`src/rtl/rob_pkg.sv`:
```
package rob_pkg;
    localparam int ROB_DEPTH = 16;
    localparam int AREG_W    = 5;
    localparam int XLEN      = 32;

    typedef struct packed {
        logic              done;
        logic              exc;
        logic              has_dest;
        logic              is_store;
        logic [AREG_W-1:0] dest;
        logic [XLEN-1:0]   value;
        logic [XLEN-1:0]   addr;
        logic [XLEN-1:0]   pc;
    } rob_entry_t;

    function automatic int idx_bits(input int depth);
        return (depth < 2) ? 1 : $clog2(depth);
    endfunction
endpackage

```
`src/rtl/rob_ptr_ctrl.sv`:
```
module rob_ptr_ctrl
    import rob_pkg::*;
#(
    parameter int DEPTH = ROB_DEPTH,
    localparam int IDX_W = idx_bits(DEPTH)
) (
    input  logic             clk,
    input  logic             rst,
    input  logic             alloc_fire,
    input  logic             retire,
    input  logic             flush,
    output logic [IDX_W-1:0] head_idx,
    output logic [IDX_W-1:0] tail_idx,
    output logic             empty,
    output logic             full,
    output logic [IDX_W:0]   count
);
    logic [IDX_W:0] head_q, tail_q;

    always_ff @(posedge clk) begin
        if (rst) begin
            head_q <= '0;
            tail_q <= '0;
        end else begin
            if (flush)
                tail_q <= head_q;
            else if (alloc_fire)
                tail_q <= tail_q + 1'b1;
            if (retire)
                head_q <= head_q + 1'b1;
        end
    end

    assign head_idx = head_q[IDX_W-1:0];
    assign tail_idx = tail_q[IDX_W-1:0];
    assign empty    = (head_q == tail_q);
    assign full     = (head_q[IDX_W-1:0] == tail_q[IDX_W-1:0]) &&
                      (head_q[IDX_W] != tail_q[IDX_W]);
    assign count    = tail_q - head_q;

    // occupancy never exceeds the slot count
    a_r6_count_bound: assert property (@(posedge clk) disable iff (rst)
        count <= (IDX_W+1)'(DEPTH));
endmodule

```
`src/rtl/rob_entry_array.sv`:
```
module rob_entry_array
    import rob_pkg::*;
#(
    parameter int DEPTH = ROB_DEPTH,
    localparam int IDX_W = idx_bits(DEPTH)
) (
    input  logic              clk,
    input  logic              rst,
    input  logic              alloc_we,
    input  logic [IDX_W-1:0]  alloc_idx,
    input  logic [AREG_W-1:0] alloc_dest,
    input  logic              alloc_has_dest,
    input  logic              alloc_is_store,
    input  logic [XLEN-1:0]   alloc_pc,
    input  logic              cmp_we,
    input  logic [IDX_W-1:0]  cmp_idx,
    input  logic [XLEN-1:0]   cmp_value,
    input  logic [XLEN-1:0]   cmp_addr,
    input  logic              cmp_exc,
    input  logic              clr_we,
    input  logic              flush,
    input  logic [IDX_W-1:0]  head_idx,
    input  logic [IDX_W-1:0]  rd_idx,
    output rob_entry_t        head_ent,
    output logic              head_valid,
    output logic              rd_done,
    output logic [XLEN-1:0]   rd_value,
    output logic [DEPTH-1:0]  valid_vec
);
    rob_entry_t ent_q   [DEPTH];
    logic       valid_q [DEPTH];

    for (genvar i = 0; i < DEPTH; i++) begin : g_slot
        always_ff @(posedge clk) begin
            if (rst) begin
                valid_q[i] <= 1'b0;
                ent_q[i]   <= '0;
            end else if (flush) begin
                valid_q[i] <= 1'b0;
            end else if (alloc_we && alloc_idx == IDX_W'(i)) begin
                valid_q[i]        <= 1'b1;
                ent_q[i].done     <= 1'b0;
                ent_q[i].exc      <= 1'b0;
                ent_q[i].has_dest <= alloc_has_dest;
                ent_q[i].is_store <= alloc_is_store;
                ent_q[i].dest     <= alloc_dest;
                ent_q[i].pc       <= alloc_pc;
            end else if (cmp_we && cmp_idx == IDX_W'(i) && valid_q[i]) begin
                ent_q[i].done  <= 1'b1;
                ent_q[i].exc   <= cmp_exc;
                ent_q[i].value <= cmp_value;
                ent_q[i].addr  <= cmp_addr;
            end else if (clr_we && head_idx == IDX_W'(i)) begin
                valid_q[i] <= 1'b0;
            end
        end
    end

    always_comb begin
        for (int k = 0; k < DEPTH; k++)
            valid_vec[k] = valid_q[k];
    end

    assign head_ent   = ent_q[head_idx];
    assign head_valid = valid_q[head_idx];
    assign rd_done    = valid_q[rd_idx] && ent_q[rd_idx].done;
    assign rd_value   = ent_q[rd_idx].value;
endmodule

```
`src/rtl/rob_commit.sv`:
```
module rob_commit
    import rob_pkg::*;
(
    input  logic              empty,
    input  logic              head_valid,
    input  rob_entry_t        head_ent,
    output logic              retire,
    output logic              flush,
    output logic              ret_reg_we,
    output logic [AREG_W-1:0] ret_reg_id,
    output logic [XLEN-1:0]   ret_reg_value,
    output logic              ret_st_we,
    output logic [XLEN-1:0]   ret_st_addr,
    output logic [XLEN-1:0]   ret_st_data,
    output logic [XLEN-1:0]   exc_pc
);
    logic head_ready;

    assign head_ready    = !empty && head_valid && head_ent.done;
    assign retire        = head_ready && !head_ent.exc;
    assign flush         = head_ready && head_ent.exc;
    assign ret_reg_we    = retire && head_ent.has_dest;
    assign ret_reg_id    = head_ent.dest;
    assign ret_reg_value = head_ent.value;
    assign ret_st_we     = retire && head_ent.is_store;
    assign ret_st_addr   = head_ent.addr;
    assign ret_st_data   = head_ent.value;
    assign exc_pc        = head_ent.pc;
endmodule

```
`src/rtl/rob_inorder.sv`:
```
module rob_inorder
    import rob_pkg::*;
#(
    parameter int DEPTH = ROB_DEPTH,
    localparam int IDX_W = idx_bits(DEPTH)
) (
    input  logic              clk,
    input  logic              rst,
    input  logic              alloc_req,
    input  logic [AREG_W-1:0] alloc_dest,
    input  logic              alloc_has_dest,
    input  logic              alloc_is_store,
    input  logic [XLEN-1:0]   alloc_pc,
    output logic              alloc_ready,
    output logic [IDX_W-1:0]  alloc_tag,
    input  logic              cmp_valid,
    input  logic [IDX_W-1:0]  cmp_tag,
    input  logic [XLEN-1:0]   cmp_value,
    input  logic [XLEN-1:0]   cmp_addr,
    input  logic              cmp_exc,
    output logic              ret_reg_we,
    output logic [AREG_W-1:0] ret_reg_id,
    output logic [XLEN-1:0]   ret_reg_value,
    output logic              ret_st_we,
    output logic [XLEN-1:0]   ret_st_addr,
    output logic [XLEN-1:0]   ret_st_data,
    output logic              exc_valid,
    output logic [XLEN-1:0]   exc_pc,
    input  logic [IDX_W-1:0]  rd_tag,
    output logic              rd_done,
    output logic [XLEN-1:0]   rd_value
);
    logic             retire, flush, empty, full, alloc_fire, head_valid;
    logic [IDX_W-1:0] head_idx, tail_idx;
    logic [IDX_W:0]   count;
    logic [DEPTH-1:0] valid_vec;
    rob_entry_t       head_ent;

    assign alloc_ready = !full && !flush;
    assign alloc_fire  = alloc_req && alloc_ready;
    assign alloc_tag   = tail_idx;
    assign exc_valid   = flush;

    rob_ptr_ctrl #(.DEPTH(DEPTH)) u_ptr (
        .clk(clk), .rst(rst), .alloc_fire(alloc_fire), .retire(retire),
        .flush(flush), .head_idx(head_idx), .tail_idx(tail_idx),
        .empty(empty), .full(full), .count(count)
    );

    rob_entry_array #(.DEPTH(DEPTH)) u_arr (
        .clk(clk), .rst(rst),
        .alloc_we(alloc_fire), .alloc_idx(tail_idx), .alloc_dest(alloc_dest),
        .alloc_has_dest(alloc_has_dest), .alloc_is_store(alloc_is_store),
        .alloc_pc(alloc_pc),
        .cmp_we(cmp_valid), .cmp_idx(cmp_tag), .cmp_value(cmp_value),
        .cmp_addr(cmp_addr), .cmp_exc(cmp_exc),
        .clr_we(retire), .flush(flush), .head_idx(head_idx), .rd_idx(rd_tag),
        .head_ent(head_ent), .head_valid(head_valid),
        .rd_done(rd_done), .rd_value(rd_value), .valid_vec(valid_vec)
    );

    rob_commit u_cmt (
        .empty(empty), .head_valid(head_valid), .head_ent(head_ent),
        .retire(retire), .flush(flush),
        .ret_reg_we(ret_reg_we), .ret_reg_id(ret_reg_id),
        .ret_reg_value(ret_reg_value), .ret_st_we(ret_st_we),
        .ret_st_addr(ret_st_addr), .ret_st_data(ret_st_data), .exc_pc(exc_pc)
    );

    // an empty buffer commits nothing and raises nothing
    a_r1_idle_when_empty: assert property (@(posedge clk) disable iff (rst)
        empty |-> !(ret_reg_we || ret_st_we || exc_valid));

    // a result being written into the oldest slot cannot commit that cycle
    a_r4_commit_after_record: assert property (@(posedge clk) disable iff (rst)
        (cmp_valid && cmp_tag == head_idx) |-> !retire);

    // commit and exception never share a cycle
    a_r5_single_event: assert property (@(posedge clk) disable iff (rst)
        $onehot0({ret_reg_we || ret_st_we, exc_valid}));

    // a full buffer refuses allocation
    a_r6_full_stall: assert property (@(posedge clk) disable iff (rst)
        full |-> !alloc_ready);

    // live slot flags agree with the pointer distance
    a_r6_occupancy: assert property (@(posedge clk) disable iff (rst)
        $countones(valid_vec) == int'(count));

    // an exception leaves the buffer empty
    a_r7_flush_empties: assert property (@(posedge clk) disable iff (rst)
        exc_valid |=> (count == '0));
endmodule

```
`config.mk`:
```
export PLATFORM = sky130hd
export DESIGN_NAME = rob_inorder
export DESIGN_NICKNAME = d
export VERILOG_FILES = /design/src/rtl/rob_pkg.sv /design/src/rtl/rob_ptr_ctrl.sv /design/src/rtl/rob_entry_array.sv /design/src/rtl/rob_commit.sv /design/src/rtl/rob_inorder.sv
export SDC_FILE = /design/constraint.sdc
export NUM_CORES = 2
export LEC_CHECK = 0
export ABC_AREA = 1
export BUFFER_PORTS_ARGS = -buffer_cell sky130_fd_sc_hd__buf_2
export CORE_AREA = 2 2 741 374
export DETAILED_ROUTE_END_ITERATION = 8
export DIE_AREA = 0 0 743 376
export HOLD_SLACK_MARGIN = 0.05
export PLACE_DENSITY = 0.51
export RECOVER_POWER = 25
export SYNTH_ARGS = -nofsm -noshare
export SYNTH_HDL_FRONTEND = slang
export SYNTH_SLANG_ARGS = --single-unit
```
`constraint.sdc`:
```
create_clock -name clk -period 11.61 [get_ports clk]
set_input_delay 0.5805 -clock clk [delete_from_list [all_inputs] [get_ports clk]]
set_output_delay 0.5805 -clock clk [all_outputs]
set_load 0.005 [all_outputs]
```
==> run summary <==
Die Span X: 743 µm
cell taking the most area after synthesis: edfxtp_1
Final TNS setup: 0 ns
worst hold path type: input pin to flop
WP data required: 11.03 ns
CTS-repair resized insts: 0
share of synthesized flip-flops with an asynchronous set or reset: 0%
die height: 376 µm
startpoint kind of the worst setup timing path: input pin
share of synthesized area occupied by flip-flops and latches: 62.8%
commonest non-fill, non-tap cells in the layout: nor2_1, edfxtp_1, o21ai_0
crit end category: output port
Post-Synth Simple-Gate Area: 15.5%
final hold vios: 0
number of cells in the design after placement: 11370
share of the synthesized area in the top cell type: 62.4%
Clock Pin Slew Worst Setup and Hold Paths: 0.06 ns
Area contributors post-synth: edfxtp_1, nor2_1, o21ai_0
highest clock frequency the design can meet: 111 MHz
Worst Tran Pin Value: 4.94 ns
number of unique standard cell types used by synthesis: 37
GRT Residual Overflow: 0
Core Area: 0.273 mm²
violations in the final reports: capacitance limit, slew limit
total of flip-flops plus latches after synthesis: 1710
number of global-route vias before repair: 60252
Layout area overhead: 10.4%
total length of routed wires: 304000 µm
Synthesized Nets: 8271
total global-route track usage: 21.0%
count of input and output buffers: 289
maximum buffer depth of the clock tree: 4
drt pass-1 iters: 6
total power density per cell area: 154 mW/mm²
worst-case vdd ir drop: 0.110 mV
number of instances in the synthesized netlist: 8147
antenna violations before repair: 9
wire length of the first global-routing pass: 436000 µm
Synth Cell Area: 0.0816 mm²
Routability Congestion: 0.867
DR WL/cell: 26.1 µm
Cell Count, Final, Fillers Out: 11656
HPWL after DPL: 175000 µm
EDFF count, synth: 1696
outcome: finished with violations
number of buffers inserted during clock tree synthesis: 164
Nets: 8003
number of nets with antenna violations after routing: 0
pin count of the biggest net entering global routing: 218
DRC violation count after routing: 0
io pins: 290
initial core utilization: 29.9%
Ys Warns: 0
proportion of synthesized area in mux cells: 0.0966%
# clock sinks: 1710
clock tree from TritonCTS: done
maxcap violations: 10
Final min period: 8.99 ns
fraction of the mapped netlist area in compound gates: 14.9%
CTS hold repair buffers: 0
Synth Area in XOR/XNOR: 0.0859%
routed vias/inst: 5.55
Synth Area per Inst: 10.0 µm²
most frequent standard cell in the layout excluding fill and tap cells: nor2_1
share of cells above drive strength 1: 8.10%
main combinational cell family by area after synthesis: simple AND/OR/NAND/NOR gates
worst slew margin relative to its limit: -229%
maximum fanout along the worst path: 113
final clock skew: 0.102 ns
Critical Setup Path Class: input pin to output port
post-route fraction of the period consumed by the critical path: 77.4%
leakage power: 32.8 nW
final number of setup-violating endpoints: 0
number of levels in the clock H-tree: 4
placement row count: 136
unrepaired setup endpoints after global routing: false
die area: 0.279 mm²
final-report max-slew violation count: 557
arrival time at the worst endpoint: 8.41 ns
post-CTS setup buffers: 0
Skew-Pair Late Insertion Delay: 0.84 ns
Main synth FF type: edfxtp_1
cell chosen for the clock root: clkbuf_16
routed vias: 64667
adder and majority gate portion of the synthesized area: 0.123%
Iteration-0 DRC Markers: 9548
-- flip-flops by register name, indices dropped and copies added, names as in the netlist, named ones only --
signal	cells
u_ptr.head_q	5
u_arr.ent_q	1680
u_arr.valid_q	16
u_ptr.tail_q	5
-- critical path, cell delays in order --
cell,delay (ns)
clkbuf_1,3.38
inv_1,1.94
buf_4,0.74
nor2_1,0.14
o21ai_0,0.13
o221ai_1,0.96
nand2_1,0.27
clkbuf_1,0.20
-- logic make-up after synthesis --
group | count (synthesis)
AND/OR/NAND/NOR | 3032
AO/OA/AOI/OAI | 2124
flip-flops | 1710
buffers and inverters | 1258
XOR/XNOR | 8
adder cells (fa/ha/maj) | 8
multiplexers | 7
-- cell type report --
class | count | area (µm²)
Antenna cell | 3 | 7.51
Clock buffer | 200 | 4350
Clock inverter | 83 | 771
Fill cell | 27684 | 183000
Inverter | 400 | 1530
Multi-Input combinational cell | 5179 | 25200
Sequential cell | 1710 | 51200
Tap cell | 3657 | 4580
Timing Repair Buffer | 424 | 2450
-- power breakdown --
group / switching (mW) / internal (mW)
Clock: 2.49 / 2.99
Sequential: 0.0840 / 7.01
Combinational: 0.996 / 0.281
Total: 3.57 / 10.3
-- per-stage QoR --
stage                     setup WS, ns  util (%)  instance area [µm²]  power, mW  hold WS, ns
after global placement            5.72      31.2                85300       8.48        0.548
after floorplan                   6.78         -                81600       7.92        0.490
after CTS                         4.83      33.1                90400       13.9        0.274
after detailed placement          5.68      31.2                85300       8.50        0.538
after global routing              2.32      33.0                90100       14.3        0.326
final                             2.62      33.0                90100       13.9        0.315
-- per-layer routing --
| metal | vias to the layer above | global-route usage, % | routed length (µm) |
|---|---|---|---|
| met4 | 0 | 4.33 | 5980 |
| met5 | - | 0 | 0 |
| li1 | 28425 | - | - |
| met2 | 3615 | 29.2 | 124000 |
| met3 | 331 | 5.72 | 36200 |
| met1 | 32296 | 32.2 | 138000 |
-- cell usage after synthesis (all sizes together), types with 6 or more instances --
library cell,count
a21oi,362
buf,242
clkbuf,616
clkinv,6
dfxtp,14
edfxtp,1696
ha,8
inv,394
mux2,7
nand2,388
nand3,156
nand4,34
nor2,1861
nor3,592
o211ai,92
o21ai,1255
o221ai,311
o22ai,93
xor2,7
-- final timing paths --
check	from	to	slack [ns]	cells after the start
max	rd_tag[0]	rd_value[25]	2.62	8
min	cmp_value[10]	u_arr.ent_q[13][74]$_SDFFCE_PN0P_	0.32	3
max reg2reg	flop	u_arr.ent_q[12][41]$_SDFFCE_PN0P_	2.77	14
min reg2reg	u_ptr.head_q[4]$_SDFFE_PP0N_	u_ptr.head_q[4]$_SDFFE_PP0N_	0.55	2
Note: power is estimated with default switching activity, not from simulation.
